**src/rtl/e1mf_pkg.sv**
```systemverilog
package e1mf_pkg;

    typedef enum logic [1:0] {
        SLOT_DATA,
        SLOT_ALIGN,
        SLOT_CRC,
        SLOT_EBIT
    } slot_e;

    typedef enum logic [1:0] {
        INJ_IDLE,
        INJ_ARMED,
        INJ_ACTIVE
    } inj_e;

    localparam int          FRAMES_PER_MF  = 16;
    localparam int          FRAMES_PER_SMF = 8;
    localparam int          FRAME_W        = $clog2(FRAMES_PER_MF);
    localparam logic [5:0]  ALIGN_WORD     = 6'b001011;
    localparam logic [2:0]  ALIGN_LAST_IDX = 3'd5;
    localparam logic [1:0]  CRC_LAST_IDX   = 2'd3;

    function automatic logic [3:0] crc4_next(input logic [3:0] cur, input logic b);
        logic fb;
        fb = b ^ cur[3];
        return {cur[2:0], 1'b0} ^ {2'b00, fb, fb};
    endfunction

endpackage

```
**src/rtl/e1mf_position.sv**
```systemverilog
module e1mf_position
    import e1mf_pkg::*;
#(
    parameter int BITS_PER_FRAME = 256
) (
    input  logic        clk,
    input  logic        rst_n,
    input  logic        bit_en,
    output slot_e       kind,
    output logic [2:0]  idx,
    output logic        smf_last,
    output logic        mf_first
);

    localparam int            BW       = (BITS_PER_FRAME > 1) ? $clog2(BITS_PER_FRAME) : 1;
    localparam logic [BW-1:0] LAST_BIT = BW'(BITS_PER_FRAME - 1);

    logic [BW-1:0]      bit_q;
    logic [FRAME_W-1:0] frame_q;
    logic               at_slot;

    always_ff @(posedge clk or negedge rst_n) begin
        if (!rst_n) begin
            bit_q   <= '0;
            frame_q <= '0;
        end else if (bit_en) begin
            if (bit_q == LAST_BIT) begin
                bit_q   <= '0;
                frame_q <= frame_q + 1'b1;
            end else begin
                bit_q <= bit_q + 1'b1;
            end
        end
    end

    assign at_slot  = (bit_q == '0);
    assign smf_last = (bit_q == LAST_BIT) && (frame_q[2:0] == 3'd7);
    assign mf_first = at_slot && (frame_q == '0);

    always_comb begin
        kind = SLOT_DATA;
        idx  = 3'd0;
        if (at_slot) begin
            if (!frame_q[0]) begin
                kind = SLOT_CRC;
                idx  = {1'b0, frame_q[2:1]};
            end else if (frame_q < FRAME_W'(12)) begin
                kind = SLOT_ALIGN;
                idx  = frame_q[3:1];
            end else begin
                kind = SLOT_EBIT;
                idx  = {2'b00, frame_q[1]};
            end
        end
    end

    // position frozen while no bit is accepted
    a_r1_hold_without_strobe: assert property (@(posedge clk) disable iff (!rst_n)
        !bit_en |=> ($stable(bit_q) && $stable(frame_q)));

    // a multiframe wraps back to frame 0
    a_r1_mf_wrap: assert property (@(posedge clk) disable iff (!rst_n)
        (bit_en && bit_q == LAST_BIT && frame_q == '1) |=> mf_first);

endmodule

```
**src/rtl/e1mf_crc4.sv**
```systemverilog
module e1mf_crc4
    import e1mf_pkg::*;
(
    input  logic       clk,
    input  logic       rst_n,
    input  logic       bit_en,
    input  logic       feed,
    input  logic       smf_end,
    output logic [3:0] snap,
    output logic       snap_valid
);

    logic [3:0] run_q;
    logic [3:0] run_d;

    assign run_d = crc4_next(run_q, feed);

    always_ff @(posedge clk or negedge rst_n) begin
        if (!rst_n) begin
            run_q      <= '0;
            snap       <= '0;
            snap_valid <= 1'b0;
        end else if (bit_en) begin
            if (smf_end) begin
                run_q      <= '0;
                snap       <= run_d;
                snap_valid <= 1'b1;
            end else begin
                run_q <= run_d;
            end
        end
    end

    // once a half is complete, the CRC result stays valid
    a_r4_valid_sticky: assert property (@(posedge clk) disable iff (!rst_n)
        snap_valid |=> snap_valid);

    // the held CRC changes only at the end of a half
    a_r3_snap_held: assert property (@(posedge clk) disable iff (!rst_n)
        !(bit_en && smf_end) |=> $stable(snap));

endmodule

```
**src/rtl/e1mf_inject.sv**
```systemverilog
module e1mf_inject
    import e1mf_pkg::*;
(
    input  logic clk,
    input  logic rst_n,
    input  logic req,
    input  logic win_start,
    input  logic win_stop,
    output logic invert
);

    inj_e state_q;
    inj_e state_d;

    always_ff @(posedge clk or negedge rst_n) begin
        if (!rst_n) state_q <= INJ_IDLE;
        else        state_q <= state_d;
    end

    always_comb begin
        state_d = state_q;
        invert  = 1'b0;
        unique case (state_q)
            INJ_IDLE: begin
                if (req) state_d = INJ_ARMED;
            end
            INJ_ARMED: begin
                if (win_start) begin
                    invert  = 1'b1;
                    state_d = INJ_ACTIVE;
                end
            end
            INJ_ACTIVE: begin
                invert = 1'b1;
                if (win_stop) state_d = INJ_IDLE;
            end
            default: state_d = INJ_IDLE;
        endcase
    end

    // a window is only inverted after an armed request
    a_r9_r10_enter_from_armed: assert property (@(posedge clk) disable iff (!rst_n)
        (state_d == INJ_ACTIVE && state_q != INJ_ACTIVE) |-> (state_q == INJ_ARMED));

    // the window ends and the controller returns to idle
    a_r9_r10_one_shot: assert property (@(posedge clk) disable iff (!rst_n)
        (state_q == INJ_ACTIVE && win_stop) |=> (state_q == INJ_IDLE));

endmodule

```
**src/rtl/e1mf_ebits.sv**
```systemverilog
module e1mf_ebits (
    input  logic       clk,
    input  logic       rst_n,
    input  logic [1:0] err_evt,
    input  logic [1:0] slot_hit,
    output logic [1:0] pend
);

    always_ff @(posedge clk or negedge rst_n) begin
        if (!rst_n) pend <= '0;
        else        pend <= (pend & ~slot_hit) | err_evt;
    end

    // an event is remembered
    a_r6_event_latched: assert property (@(posedge clk) disable iff (!rst_n)
        err_evt[0] |=> pend[0]);

    // a pending event survives until its slot
    a_r6_pending_kept: assert property (@(posedge clk) disable iff (!rst_n)
        (pend[1] && !slot_hit[1]) |=> pend[1]);

endmodule

```
**src/rtl/e1_crc4_mfgen.sv**
```systemverilog
module e1_crc4_mfgen
    import e1mf_pkg::*;
#(
    parameter int BITS_PER_FRAME = 256
) (
    input  logic       clk,
    input  logic       rst_n,
    input  logic       bit_en,
    input  logic       din,
    input  logic       febe_en,
    input  logic       si_dis,
    input  logic [1:0] si_val,
    input  logic       rx_err_smf1,
    input  logic       rx_err_smf2,
    input  logic       inv_align_req,
    input  logic       inv_crc_req,
    output logic       dout,
    output logic       dout_vld,
    output logic       mf_mark
);

    slot_e      kind;
    logic [2:0] idx;
    logic       smf_last;
    logic       mf_first;
    logic [3:0] crc_snap;
    logic       crc_valid;
    logic       align_inv;
    logic       crc_inv;
    logic [1:0] e_pend;
    logic [1:0] e_hit;
    logic       tx_bit;
    logic       crc_feed;
    logic       crc_raw;
    logic       e_sel;
    logic       e_val;

    e1mf_position #(.BITS_PER_FRAME(BITS_PER_FRAME)) u_pos (
        .clk      (clk),
        .rst_n    (rst_n),
        .bit_en   (bit_en),
        .kind     (kind),
        .idx      (idx),
        .smf_last (smf_last),
        .mf_first (mf_first)
    );

    e1mf_crc4 u_crc (
        .clk        (clk),
        .rst_n      (rst_n),
        .bit_en     (bit_en),
        .feed       (crc_feed),
        .smf_end    (smf_last),
        .snap       (crc_snap),
        .snap_valid (crc_valid)
    );

    e1mf_inject u_inj_align (
        .clk       (clk),
        .rst_n     (rst_n),
        .req       (inv_align_req),
        .win_start (bit_en && kind == SLOT_ALIGN && idx == 3'd0),
        .win_stop  (bit_en && kind == SLOT_ALIGN && idx == ALIGN_LAST_IDX),
        .invert    (align_inv)
    );

    e1mf_inject u_inj_crc (
        .clk       (clk),
        .rst_n     (rst_n),
        .req       (inv_crc_req),
        .win_start (bit_en && kind == SLOT_CRC && idx[1:0] == 2'd0),
        .win_stop  (bit_en && kind == SLOT_CRC && idx[1:0] == CRC_LAST_IDX),
        .invert    (crc_inv)
    );

    assign e_sel = idx[0];
    assign e_hit = {bit_en && kind == SLOT_EBIT && e_sel,
                    bit_en && kind == SLOT_EBIT && !e_sel};

    e1mf_ebits u_ebits (
        .clk      (clk),
        .rst_n    (rst_n),
        .err_evt  ({rx_err_smf2, rx_err_smf1}),
        .slot_hit (e_hit),
        .pend     (e_pend)
    );

    always_comb begin
        if (febe_en)      e_val = e_sel ? ~e_pend[1] : ~e_pend[0];
        else if (!si_dis) e_val = e_sel ? si_val[0] : si_val[1];
        else              e_val = din;
    end

    assign crc_raw = crc_valid ? crc_snap[2'd3 - idx[1:0]] : 1'b1;

    always_comb begin
        tx_bit   = din;
        crc_feed = din;
        unique case (kind)
            SLOT_DATA: begin
                tx_bit   = din;
                crc_feed = din;
            end
            SLOT_ALIGN: begin
                tx_bit   = ALIGN_WORD[ALIGN_LAST_IDX - idx] ^ align_inv;
                crc_feed = tx_bit;
            end
            SLOT_CRC: begin
                tx_bit   = crc_raw ^ crc_inv;
                crc_feed = 1'b0;
            end
            SLOT_EBIT: begin
                tx_bit   = e_val;
                crc_feed = e_val;
            end
            default: begin
                tx_bit   = din;
                crc_feed = din;
            end
        endcase
    end

    always_ff @(posedge clk or negedge rst_n) begin
        if (!rst_n) begin
            dout     <= 1'b0;
            dout_vld <= 1'b0;
            mf_mark  <= 1'b0;
        end else begin
            dout_vld <= bit_en;
            mf_mark  <= bit_en && mf_first;
            if (bit_en) dout <= tx_bit;
        end
    end

    // output valid follows the strobe by one clock
    a_r1_vld_follows: assert property (@(posedge clk) disable iff (!rst_n)
        bit_en |=> dout_vld);

    a_r1_vld_drops: assert property (@(posedge clk) disable iff (!rst_n)
        !bit_en |=> !dout_vld);

    // the multiframe mark only accompanies a valid bit
    a_r1_mark_with_vld: assert property (@(posedge clk) disable iff (!rst_n)
        mf_mark |-> dout_vld);

    // the output bit is stable when no bit is accepted
    a_r11_dout_hold: assert property (@(posedge clk) disable iff (!rst_n)
        !bit_en |=> $stable(dout));

endmodule

```
**config.mk**
```make
export PLATFORM = sky130hd
export DESIGN_NAME = e1_crc4_mfgen
export DESIGN_NICKNAME = d
export VERILOG_FILES = /design/src/rtl/e1mf_pkg.sv /design/src/rtl/e1mf_position.sv /design/src/rtl/e1mf_crc4.sv /design/src/rtl/e1mf_inject.sv /design/src/rtl/e1mf_ebits.sv /design/src/rtl/e1_crc4_mfgen.sv
export SDC_FILE = /design/constraint.sdc
export NUM_CORES = 1
export LEC_CHECK = 0
export ABC_AREA = 1
export BUFFER_PORTS_ARGS = -buffer_cell sky130_fd_sc_hd__buf_2
export CAP_MARGIN = 20
export CELL_PAD_IN_SITES_DETAIL_PLACEMENT = 0
export CELL_PAD_IN_SITES_GLOBAL_PLACEMENT = 1
export CORE_ASPECT_RATIO = 1.4
export CORE_MARGIN = 1
export CORE_UTILIZATION = 44
export DETAILED_ROUTE_END_ITERATION = 10
export PLACE_DENSITY_LB_ADDON = 0.15
export SETUP_SLACK_MARGIN = 0.1
export SYNTH_ARGS = -nofsm -noshare
export SYNTH_HDL_FRONTEND = slang
export SYNTH_SLANG_ARGS = --single-unit
```
**constraint.sdc**
```tcl
create_clock -name clk -period 2.39 [get_ports clk]
set_input_delay 0.239 -clock clk [delete_from_list [all_inputs] [get_ports clk]]
set_output_delay 0.239 -clock clk [all_outputs]
set_load 0.01 [all_outputs]
```
==> flow_summary.json <==
{
  "wl_per_cell_um": 12.76,
  "cp-start-kind": "flip-flop",
  "drcViolationCount": 0,
  "antenna_found_initial": 0,
  "worstHoldPathType": "input port to asynchronous set/reset pin",
  "dieArea_mm2": 0.004537,
  "yosysTopAreaCell": "dfrtp_1",
  "drt_iter0_drc": 41,
  "worstMarginPinSlew_ps": 684.0,
  "core_mm2": 0.004020,
  "hold_buffers": 0,
  "synth_top_cells_by_area": "dfrtp_1, ha_1, nand2_1",
  "synth.cell_area_mm2": 0.001878,
  "syn2layout_area_growth_pct": 18.05,
  "h-tree-depth": 2,
  "root_buffer": "clkbuf_8",
  "clock_sinks": 30,
  "place_hpwl_mm": 2.945,
  "cp.arrival_ps": 2300,
  "grt_use_total": 0.1985,
  "antenna_cells": 0,
  "layout_common_cells": "nand2_1, inv_1, dfrtp_1, nand3_1, buf_2",
  "grt_pass1_wl_mm": 6.775,
  "slew-limit-headroom": 0.5440,
  "synth_top_area_share": 0.3997,
  "rsz0062_at_grt": "false",
  "total_leakage_power_uw": 0.001101,
  "worstPathMaxFanout": 4,
  "yosys.cell_types.count": 38,
  "async_flop_share": 1.000,
  "finalWeightedCongestion": 0.7720,
  "syn_avg_cell_area_um2": 8.095,
  "fp-row-count": 27,
  "synth_nets": 258,
  "ys_warn_count": 0,
  "vdd_drop_max_v": 0.0005282,
  "status": "finished with violations",
  "fin_util": 0.5515,
  "grt_pass1_vias": 1505,
  "clk_pin_slew_ps": 60,
  "r2r_start": "u_pos.bit_q[4]",
  "ys.flop_type": "dfrtp_1",
  "cts_tree": "built",
  "fin_skew_ps": 2.451,
  "die_y_um": 79.30,
  "viasPerCell": 5.092,
  "finalCritPeriodShare": 0.8857,
  "hold_violations": 8,
  "postLayoutSetupSlackWorst_ps": 273.3,
  "clock_latency_ps": 280,
  "yosysSeqAreaShare": 0.3997,
  "rrSetupSlack_ps": 270,
  "powerDensity_mw_per_mm2": 814.2,
  "fmax_mhz": 472.4,
  "maxCapViolations": 0,
  "failed_checks": "hold timing",
  "dp_slack_ps": 143.6,
  "cts_buffers": 5,
  "setup_viol": 0,
  "nets": 288,
  "worstSetupEndpointType": "flip-flop",
  "die_w_um": 57.22,
  "r2r_end": "u_crc.snap[1]",
  "first_pass_iters": 4,
  "final_common_cell": "nand2_1",
  "layout-drive-gt1-share": 0.2471,
  "dr_total_vias": 1558,
  "synthCells": 232,
  "crit_type": "flip-flop to flip-flop",
  "ys_seq_elements": 30,
  "synth-edff-count": 0,
  "grt_max_degree": 31,
  "critical_path_required_ps": 2570,
  "cts_buffer_depth": 2,
  "grt_overflow": 0,
  "tns_ps": 0,
  "drt_wl_total_mm": 3.905,
  "final_max_slew_viol_count": 0,
  "initial_core_util": 0.4672,
  "fin_crit_ps": 2117,
  "ant_nets": 0,
  "rr_worst_depth": 17,
  "worst_hold_slack_ps": -10.85,
  "portBuffers": 14,
  "io_pins": 15
}
[area by class of cell]
type                            count  area (um^2)
Clock buffer                        5        68.82
Clock inverter                      3        40.04
Fill cell                         403         1803
Inverter                           42        157.7
Multi-Input combinational cell    157        983.4
Sequential cell                    30        753.2
Tap cell                           43        53.80
Timing Repair Buffer               26        160.2
[repair_timing]
action                     4_1_cts  5_1_grt
buffers inserted                 0        7
setup endpoints to repair        0        7
gates resized for setup          0       10
[critical path, cell delays in order, from the launching register on]
cell and delay [ps]:
dfrtp_1 430, nor2_2 150, nand2_1 100, nor2_4 120, buf_4 120, nand2_2 70
ha_1 290, inv_1 40, o21ai_2 50, inv_1 60, nand3_2 70, nand3_2 70
nand2_2 80, nand2_2 70, nand2_1 70, nand3_2 70, nand3_1 90, nand2_1 50
[power breakdown]
group / switching [uW] / internal (uW)
combinational: 338 / 249
sequential: 103 / 615
clock: 194 / 306
total: 635 / 1170
[synthesized netlist by cell type (2+ instances only)]
cell	instances
nand2_1	43
inv_1	40
dfrtp_1	30
nand3_1	19
ha_1	14
nor2_1	12
o21ai_0	12
xor2_1	5
a21oi_1	4
nand2_2	4
nor2_2	4
nor3_1	4
o21ai_1	4
nand3_2	3
nand4_1	3
o211ai_1	3
or2_2	3
a21oi_2	2
a31oi_1	2
nor3_2	2
o221ai_1	2
[flip-flops by register name (all words and copies together) (netlist names)]
signal	count
u_crc.snap_valid	1
u_inj_crc.state_q	2
u_crc.run_q	4
u_pos.frame_q	4
u_crc.snap	4
dout	1
u_inj_align.state_q	2
mf_mark	1
dout_vld	1
u_ebits.pend	2
u_pos.bit_q	8
[layer usage]
metal / routed length, um / share of wire / track usage
met1: 1746 / 0.45 / 0.2414
met2: 1928 / 0.49 / 0.3341
met3: 145 / 0.037 / 0.04397
met4: 85 / 0.022 / 0.08537
met5: 0 / 0 / 0
[worst max-delay path by stage]
| stage | from | to | depth (start not counted) |
|---|---|---|---|
| 6_report | u_pos.bit_q[4] | u_crc.snap[1] | 17 |
| 5_1_grt | u_pos.bit_q[4] | u_crc.snap[1] | 17 |
| 4_1_cts | u_pos.bit_q[0] | u_crc.snap[1] | 17 |
| 3_5_place_dp | u_pos.bit_q[0] | u_crc.snap[1] | 17 |
| 3_3_place_gp | u_pos.bit_q[0] | u_crc.snap[1] | 17 |
| 2_1_floorplan | u_pos.bit_q[0] | u_crc.snap[1] | 17 |
[cell families after synthesis]
kind of cell,after synthesis,synth area share
AND/OR/NAND/NOR,103,0.2745
XOR/XNOR,6,0.02798
flip-flops,30,0.3997
buffers and inverters,45,0.09260
adder cells (fa/ha/maj),14,0.09327
AO/OA/AOI/OAI,34,0.1119
[metrics by stage]
stage / power [uW] / cell area (um^2) / std cells
floorplan: 1090 / 1878 / 232
global placement: 1227 / 2023 / 291
detailed placement: 1232 / 2023 / 291
CTS: 1745 / 2132 / 299
global route: 1959 / 2217 / 306
finish: 1805 / 2217 / 306
No activity file was read; power rests on OpenSTA's default activity.
